**src/rtl/gpio_setclr_ctrl.sv**
```systemverilog
module gpio_setclr_ctrl #(
  parameter int NPINS     = 20,
  parameter int AW        = 12,
  parameter int DW        = 64,
  parameter int LOW_PINS  = 16,
  parameter int STRIDE    = 8,
  parameter int HIGH_BASE = 'h100,
  parameter int DATA_OFF  = 'h080,
  parameter int SET_OFF   = 'h088,
  parameter int CLR_OFF   = 'h090
) (
  input  logic             clk,
  input  logic             rst_n,
  input  logic [AW-1:0]    addr,
  input  logic             wr_en,
  input  logic [DW-1:0]    wr_data,
  input  logic             rd_en,
  output logic [DW-1:0]    rd_data,
  input  logic [NPINS-1:0] pin_in,
  output logic [NPINS-1:0] pin_out,
  output logic [NPINS-1:0] pin_oe
);

  localparam logic [AW-1:0] A_DATA = AW'(DATA_OFF);
  localparam logic [AW-1:0] A_SET  = AW'(SET_OFF);
  localparam logic [AW-1:0] A_CLR  = AW'(CLR_OFF);

  function automatic logic [AW-1:0] cfg_addr(input int n);
    return (n < LOW_PINS) ? AW'(STRIDE * n) : AW'(HIGH_BASE + STRIDE * (n - LOW_PINS));
  endfunction

  logic [NPINS-1:0]    out_q, sync1_q, sync2_q, cfg_sel;
  logic [NPINS*DW-1:0] cfg_flat;
  logic [DW-1:0]       rd_mux, rd_q;

  wire             set_hit = wr_en && (addr == A_SET);
  wire             clr_hit = wr_en && (addr == A_CLR);
  wire [NPINS-1:0] mask    = wr_data[NPINS-1:0];

  always_ff @(posedge clk) begin
    if (!rst_n) begin
      out_q   <= '0;
      sync1_q <= '0;
      sync2_q <= '0;
    end else begin
      sync1_q <= pin_in;
      sync2_q <= sync1_q;
      if (set_hit)      out_q <= out_q | mask;
      else if (clr_hit) out_q <= out_q & ~mask;
    end
  end

  for (genvar n = 0; n < NPINS; n++) begin : g_pin
    logic [DW-1:0] cfg_q;
    assign cfg_sel[n] = (addr == cfg_addr(n));
    always_ff @(posedge clk) begin
      if (!rst_n)                  cfg_q <= '0;
      else if (wr_en && cfg_sel[n]) cfg_q <= wr_data;
    end
    assign cfg_flat[n*DW +: DW] = cfg_q;
    assign pin_oe[n]            = cfg_q[0];
  end

  always_comb begin
    rd_mux = '0;
    if (addr == A_DATA) rd_mux = DW'(sync2_q);
    for (int n = 0; n < NPINS; n++)
      if (cfg_sel[n]) rd_mux = rd_mux | cfg_flat[n*DW +: DW];
  end

  always_ff @(posedge clk) begin
    if (!rst_n)     rd_q <= '0;
    else if (rd_en) rd_q <= rd_mux;
  end

  assign rd_data = rd_q;
  assign pin_out = out_q;

  logic [1:0] up_cnt;
  always_ff @(posedge clk) begin
    if (!rst_n)              up_cnt <= '0;
    else if (up_cnt != 2'd3) up_cnt <= up_cnt + 2'd1;
  end

  p_reset_r1: assert property (@(posedge clk) !rst_n |=> (pin_out == '0 && pin_oe == '0 && rd_data == '0));

  p_data_hi_zero_r2: assert property (@(posedge clk) disable iff (!rst_n)
    (rd_en && addr == A_DATA) |=> rd_data[DW-1:NPINS] == '0);

  p_set_bits_r3: assert property (@(posedge clk) disable iff (!rst_n)
    (wr_en && addr == A_SET) |=> (pin_out & $past(wr_data[NPINS-1:0])) == $past(wr_data[NPINS-1:0]));

  p_set_keep_r3: assert property (@(posedge clk) disable iff (!rst_n)
    (wr_en && addr == A_SET) |=> (pin_out & ~$past(wr_data[NPINS-1:0])) == ($past(pin_out) & ~$past(wr_data[NPINS-1:0])));

  p_clr_bits_r4: assert property (@(posedge clk) disable iff (!rst_n)
    (wr_en && addr == A_CLR) |=> (pin_out & $past(wr_data[NPINS-1:0])) == '0);

  p_clr_keep_r4: assert property (@(posedge clk) disable iff (!rst_n)
    (wr_en && addr == A_CLR) |=> (pin_out & ~$past(wr_data[NPINS-1:0])) == ($past(pin_out) & ~$past(wr_data[NPINS-1:0])));

  p_oe_quiet_r5: assert property (@(posedge clk) disable iff (!rst_n)
    !wr_en |=> $stable(pin_oe));

  p_latch_hold_r7: assert property (@(posedge clk) disable iff (!rst_n)
    !(wr_en && (addr == A_SET || addr == A_CLR)) |=> $stable(pin_out));

  p_sync_lat_r8: assert property (@(posedge clk) disable iff (!rst_n)
    (rd_en && addr == A_DATA && up_cnt == 2'd3) |=> rd_data[NPINS-1:0] == $past(pin_in, 3));

  p_wo_read_zero_r9: assert property (@(posedge clk) disable iff (!rst_n)
    (rd_en && (addr == A_SET || addr == A_CLR || addr[2:0] != 3'd0)) |=> rd_data == '0);

  p_data_wr_ignored_r9: assert property (@(posedge clk) disable iff (!rst_n)
    (wr_en && addr == A_DATA) |=> ($stable(pin_out) && $stable(pin_oe)));

endmodule

```
**config.mk**
```make
export PLATFORM = sky130hd
export DESIGN_NAME = gpio_setclr_ctrl
export DESIGN_NICKNAME = d
export VERILOG_FILES = /design/src/rtl/gpio_setclr_ctrl.sv
export SDC_FILE = /design/constraint.sdc
export NUM_CORES = 2
export LEC_CHECK = 0
export ABC_AREA = 1
export BUFFER_PORTS_ARGS = -buffer_cell sky130_fd_sc_hd__buf_4
export CORE_MARGIN = 2
export CORE_UTILIZATION = 48
export CTS_CLUSTER_DIAMETER = 40
export CTS_CLUSTER_SIZE = 16
export DETAILED_ROUTE_END_ITERATION = 10
export GPL_ROUTABILITY_DRIVEN = 0
export PLACE_DENSITY = 0.7
export SLEW_MARGIN = 20
export SYNTH_ARGS = -nofsm -noshare
export SYNTH_HDL_FRONTEND = slang
export SYNTH_SLANG_ARGS = --single-unit
```
**constraint.sdc**
```tcl
create_clock -name clk -period 1.65 [get_ports clk]
set_input_delay 0.0825 -clock clk [delete_from_list [all_inputs] [get_ports clk]]
set_output_delay 0.0825 -clock clk [all_outputs]
set_load 0.02 [all_outputs]
```
# After elaboration in Yosys (flattened, before gate mapping)
# Cells that the tools add are included.
[word_totals]
regBits = 1404
latch_bits = 0
ramBits = 0
mem_bits_ro = 0
input_bits = 100
out_inout_bits = 104
wordCells = 116
n_memories = 0
[op_classes]
n_addsub = 0
multipliers = 0
div_mod_pow = 0
order_cmp = 0
eq_ne = 22
n_shift = 0
n_mux = 23
n_bitwise = 23
n_reduce_logical = 24
[op_table]
columns = ["op", "count"]
rows = [
  ["$mux 64", 20],
  ["$or 64x64->64", 20],
  ["$eq 12x7->1 const B", 8],
  ["$mux 20", 3],
  ["$eq 12x6->1 const B", 4],
  ["$eq 12x9->1 const B", 4],
  ["$eq 12x8->1 const B", 3],
  ["$eq 12x5->1 const B", 2],
  ["$logic_and 1x1->1", 22],
  ["$and 20x20->20", 1],
  ["$not 20->20", 1],
  ["$or 20x20->20", 1],
  ["$eq 12x4->1 const B", 1],
  ["$logic_not 12->1", 1],
  ["$reduce_bool 2->1", 1],
]

# Longest topological paths before layout
[logic_depth]
ltp_word = 42
mapped_depth = 12
ltp_nobuf = 11

# Worst setup path before layout
# OpenSTA, ideal clock, no wires.
[synth_path]
path_type = "input-to-reg"
from = "input port addr[1]"
to = "register g_pin[6].cfg_q[26]"
setup_ps = 128
arrival_time_ps = 1351
required_time_ps = 1522
setup_slack_ps = 171
cell_stages = 10
path_cell_list = "nor2_1 > nand2_2 > inv_2 > nand2_2 > nor2_4 > nand2_1 > buf_2 > clkbuf_1 > o21ai_0 > a21oi_1"
[synth_via]
elab_chain_len = 2
[synth_lines]
columns = ["element", "line", "rtl"]
rows = [
  ["start: declaration", "14", "input logic [AW-1:0] addr,"],
  ["$eq 12x6->1", "55", "assign cfg_sel[n] = (addr == cfg_addr(n));"],
  ["$logic_and 1x1->1", "58", "else if (wr_en && cfg_sel[n]) cfg_q <= wr_data;"],
  ["end signal: assignment", "58", ""],
  ["end: declaration", "54", "logic [DW-1:0] cfg_q;"],
]
# No other way between the ends.
# A chain may end at the register's enable or synchronous reset.

# Worst setup path after layout
[layout_path]
from = "register rd_q[27] (netlist: rd_data[27])"
to = "output port rd_data[27]"
[layout_rtl]
columns = ["element", "line", "rtl"]
rows = [
  ["start: declaration", "34", "logic [DW-1:0] rd_mux, rd_q;"],
  ["start signal: assignment", "73", "else if (rd_en) rd_q <= rd_mux;"],
  ["end: declaration", "18", "output logic [DW-1:0] rd_data,"],
]
# No word-level cell between the ends.

==> summary.md <==
| Metric | Value |
|---|---|
| Post-CTS Setup Bufs | 0 |
| ANT nets after route | 0 |
| Util after Layout | 59.8% |
| # IOs | 204 |
| GRT overflow | 0 |
| Clk_skew | 0.0269 ns |
| GRT Total Usage | 35.4% |
| Core Rows | 130 |
| CTS Root Cell | clkbuf_16 |
| Drt pass-1 iters | 9 |
| Relative slew slack | 54.4% |
| Synth Area in Simple Gates | 21.2% |
| Clk sinks | 1404 |
| Final instance area | 74900 um^2 |
| Worst Hold Class | in2reg |
| Final setup violating endpoints | 0 |
| Post-Synthesis Cell Area | 60400 um^2 |
| Synth Area in Adders | 0% |
| Hold Slack | 0.0366 ns |
| Vias per cell | 5.95 |
| Yosys reg bits | 1404 |
| Reg2Reg Setup Slack | 0.29 ns |
| Nets | 8739 |
| Mux cell area share after synthesis | 0% |
| Footprint of the multi-input gates | 26000 um^2 |
| Leakage power | 30.0 nW |
| FMAX | 620 MHz |
| Max-cap violations | 0 |
| TritonCTS clock tree | done |
| Worst Path Required | 1.57 ns |
| Final max-slew violation count | 0 |
| Crit. Startpoint | rd_data[27] |
| Critical Path Slowest Stage Cell | dfxtp_1 |
| Register area | 28100 um^2 |
| Cell Chain, Critical Path | buf_4 |
| Layout area overhead | 24.0% |
| Data arrival, critical path | 1.53 ns |
| Placed cell areas | 67200 um^2 |
| HPWL after DPL | 143 mm |
| Worst-Margin Slew | 0.684 ns |
| Post-route insts no fill | 10451 |
| Critical path type | reg2out |
| Worst Path Buf+Inv | 1 |
| Max VDD drop | 1.11 mV |
| FILL cells | 10963 |
| Post-synthesis net count | 8558 |
| RSZ-0062 raised after global routing | false |
| Largest family of logic cells by synthesized area | compound AO/OA/AOI/OAI gates |
| DRC Markers | 0 |
| DRC violation total after the first TritonRoute iteration | 7836 |
| Die Ht | 359 um |
| Post-Synth XOR/XNOR Area | 0% |
| Clk slew on worst S/H paths | 0.06 ns |
| Core Area | 125000 um^2 |
| H-tree depth | 4 |
| Skew-Pair Late Insertion Delay | 0.82 ns |
| CP startpoint kind | flip-flop |
| PD cells | 1070 nW/um^2 |
| Syn Area/Cell | 7.14 um^2 |
| Number of library cell types mapped by synthesis | 22 |
| Total power | 0.0798 W |
| Num CTS Buffers | 177 |
| DR WL/cell | 22.6 um |
| Reg2Reg Depth | 4 |
| Syn Inst Count | 8458 |
| Compound-cell area share of the yosys netlist | 21.4% |
| CTS max path bufs | 3 |
| Endpoint class of the critical path | output port |
| Final hold violations | 0 |
| Crit-path max FO | 2 |
| Critical Path End | rd_data[27] |
| Top delay family on crit path | flip-flops |
| WL final | 236 mm |
| IO Port Bufs | 203 |
| Initial antenna violation count | 14 |
| Crit path largest cell delay | 0.51 ns |
| WP depth | 1 |
| Final Cycle Share | 97.7% |
| RR Startpoint | sync2_q[18] |
| Largest net degree at the start of global routing | 127 |
| Status | completed |
| Effective utilization at floorplan | 48.2% |
| Post-Place Cells | 9985 |
| First-pass GRT wire length | 355 mm |
| Vias post-DR | 62186 |
| Die ar. | 129000 um^2 |
| Die W | 359 um |
| Min Tclk post-route | 1.61 ns |
| Ys Warns | 0 |
| Share of cells above drive strength 1 | 12.1% |
| Vias in the first global route | 58541 |
| Reg2reg end | rd_data[18] |
| Sequential area share after synthesis | 46.5% |
worst min-delay path, delay by kind of cell:
kind	cells	cell delay (ns)
simple gates	1	0.04
buf+inv	3	0.70
final cells by class:
cell class	count	share of cell area (%)
clock inverter	133	2.35
inverter	847	4.26
clock buffer	200	6.27
antenna	8	0.0267
multi-input combinational	5414	34.6
sequential	1404	37.5
timing repair buffer	795	12.2
tap	1650	2.76
stage by stage:
step           setup TNS, ns  setup WS (ns)
3_5_place_dp         -227.62         -0.478
3_3_place_gp         -195.56         -0.514
5_1_grt                    0        0.00176
6_report                   0         0.0378
2_1_floorplan              0          0.171
4_1_cts                    0         0.0156
power breakdown:
part | switching (W) | internal (W)
Sequential | 0.000111 | 0.0340
Clock | 0.0169 | 0.0253
Combinational | 0.00240 | 0.00108
registers in the layout, summed over array words and instances (netlist names), named ones only:
register	count
g_pin.cfg_q	1280
sync2_q	20
rd_data	64
sync1_q	20
Yosys cell counts (all sizes together):
| cell type | count | area share (%) |
|---|---|---|
| a211oi | 256 | 3.2 |
| a21oi | 996 | 8.2 |
| a31oi | 112 | 1.2 |
| buf | 346 | 2.9 |
| clkbuf | 447 | 2.8 |
| dfxtp | 1404 | 47 |
| inv | 847 | 5.3 |
| nand2 | 1161 | 7.2 |
| nand3 | 1096 | 9.1 |
| nor2 | 671 | 4.3 |
| nor3 | 62 | 0.53 |
| o21ai | 1060 | 8.8 |
per-layer routing:
| metal | routed length, um | part of all wire [%] | vias up | track usage, % |
|---|---|---|---|---|
| li1 | - | - | 28499 | - |
| met1 | 90800 | 38 | 28758 | 45.9 |
| met2 | 101000 | 43 | 4004 | 53.7 |
| met3 | 28700 | 12 | 917 | 8.30 |
| met4 | 15100 | 6.4 | 8 | 21.0 |
| met5 | 55 | 0.023 | - | 0 |
placed cells by master, fill, tap and decap left out, types with 5 or more instances in the layout:
cell              n
nor3_1           60
clkbuf_16       179
nor2_4           29
buf_12          225
clkbuf_8         15
inv_2            11
clkinv_4         14
diode_2           8
a211oi_1        256
inv_1           832
dfxtp_1        1403
a31oi_1         112
o21ai_0         982
clkbuf_1          7
nand2_2           5
nor2_1          641
o21ai_1          78
a21oi_1         996
clkinv_8          9
inv_6            37
nand2_1        1145
inv_8            11
nand3_1        1093
clkinvlp_4       16
dlygate4sd3_1   125
buf_4           442
bufinv_16        27
clkinv_2         19
nand2_4          11
what timing repair did:
| action | in CTS | in global routing |
|---|---|---|
| endpoints found under the hold margin | 1404 | 0 |
| gates resized for setup | 1 | 0 |
| hold buffers | 125 | 0 |
| endpoints found under the setup margin | 1 | 0 |
how the worst min path moves through the flow:
| stage | depth (start not counted) | from | slack [ns] | end |
|---|---|---|---|---|
| 2_1_floorplan | 2 | pin_in[0] | 0.18 | sync1_q[0] |
| 3_3_place_gp | 3 | pin_in[2] | 0.26 | sync1_q[2] |
| 3_5_place_dp | 3 | pin_in[1] | 0.27 | sync1_q[1] |
| 4_1_cts | 4 | pin_in[15] | 0.001 | sync1_q[15] |
| 5_1_grt | 4 | pin_in[15] | 0.05 | sync1_q[15] |
| 6_report | 4 | pin_in[15] | 0.04 | sync1_q[15] |
kinds of logic after synthesis:
kind of cell,Yosys count
flip-flops,1404
AO/OA/AOI/OAI,2424
AND/OR/NAND/NOR,2990
buffers and inverters,1640
Note: power is estimated with default switching activity, not from simulation.
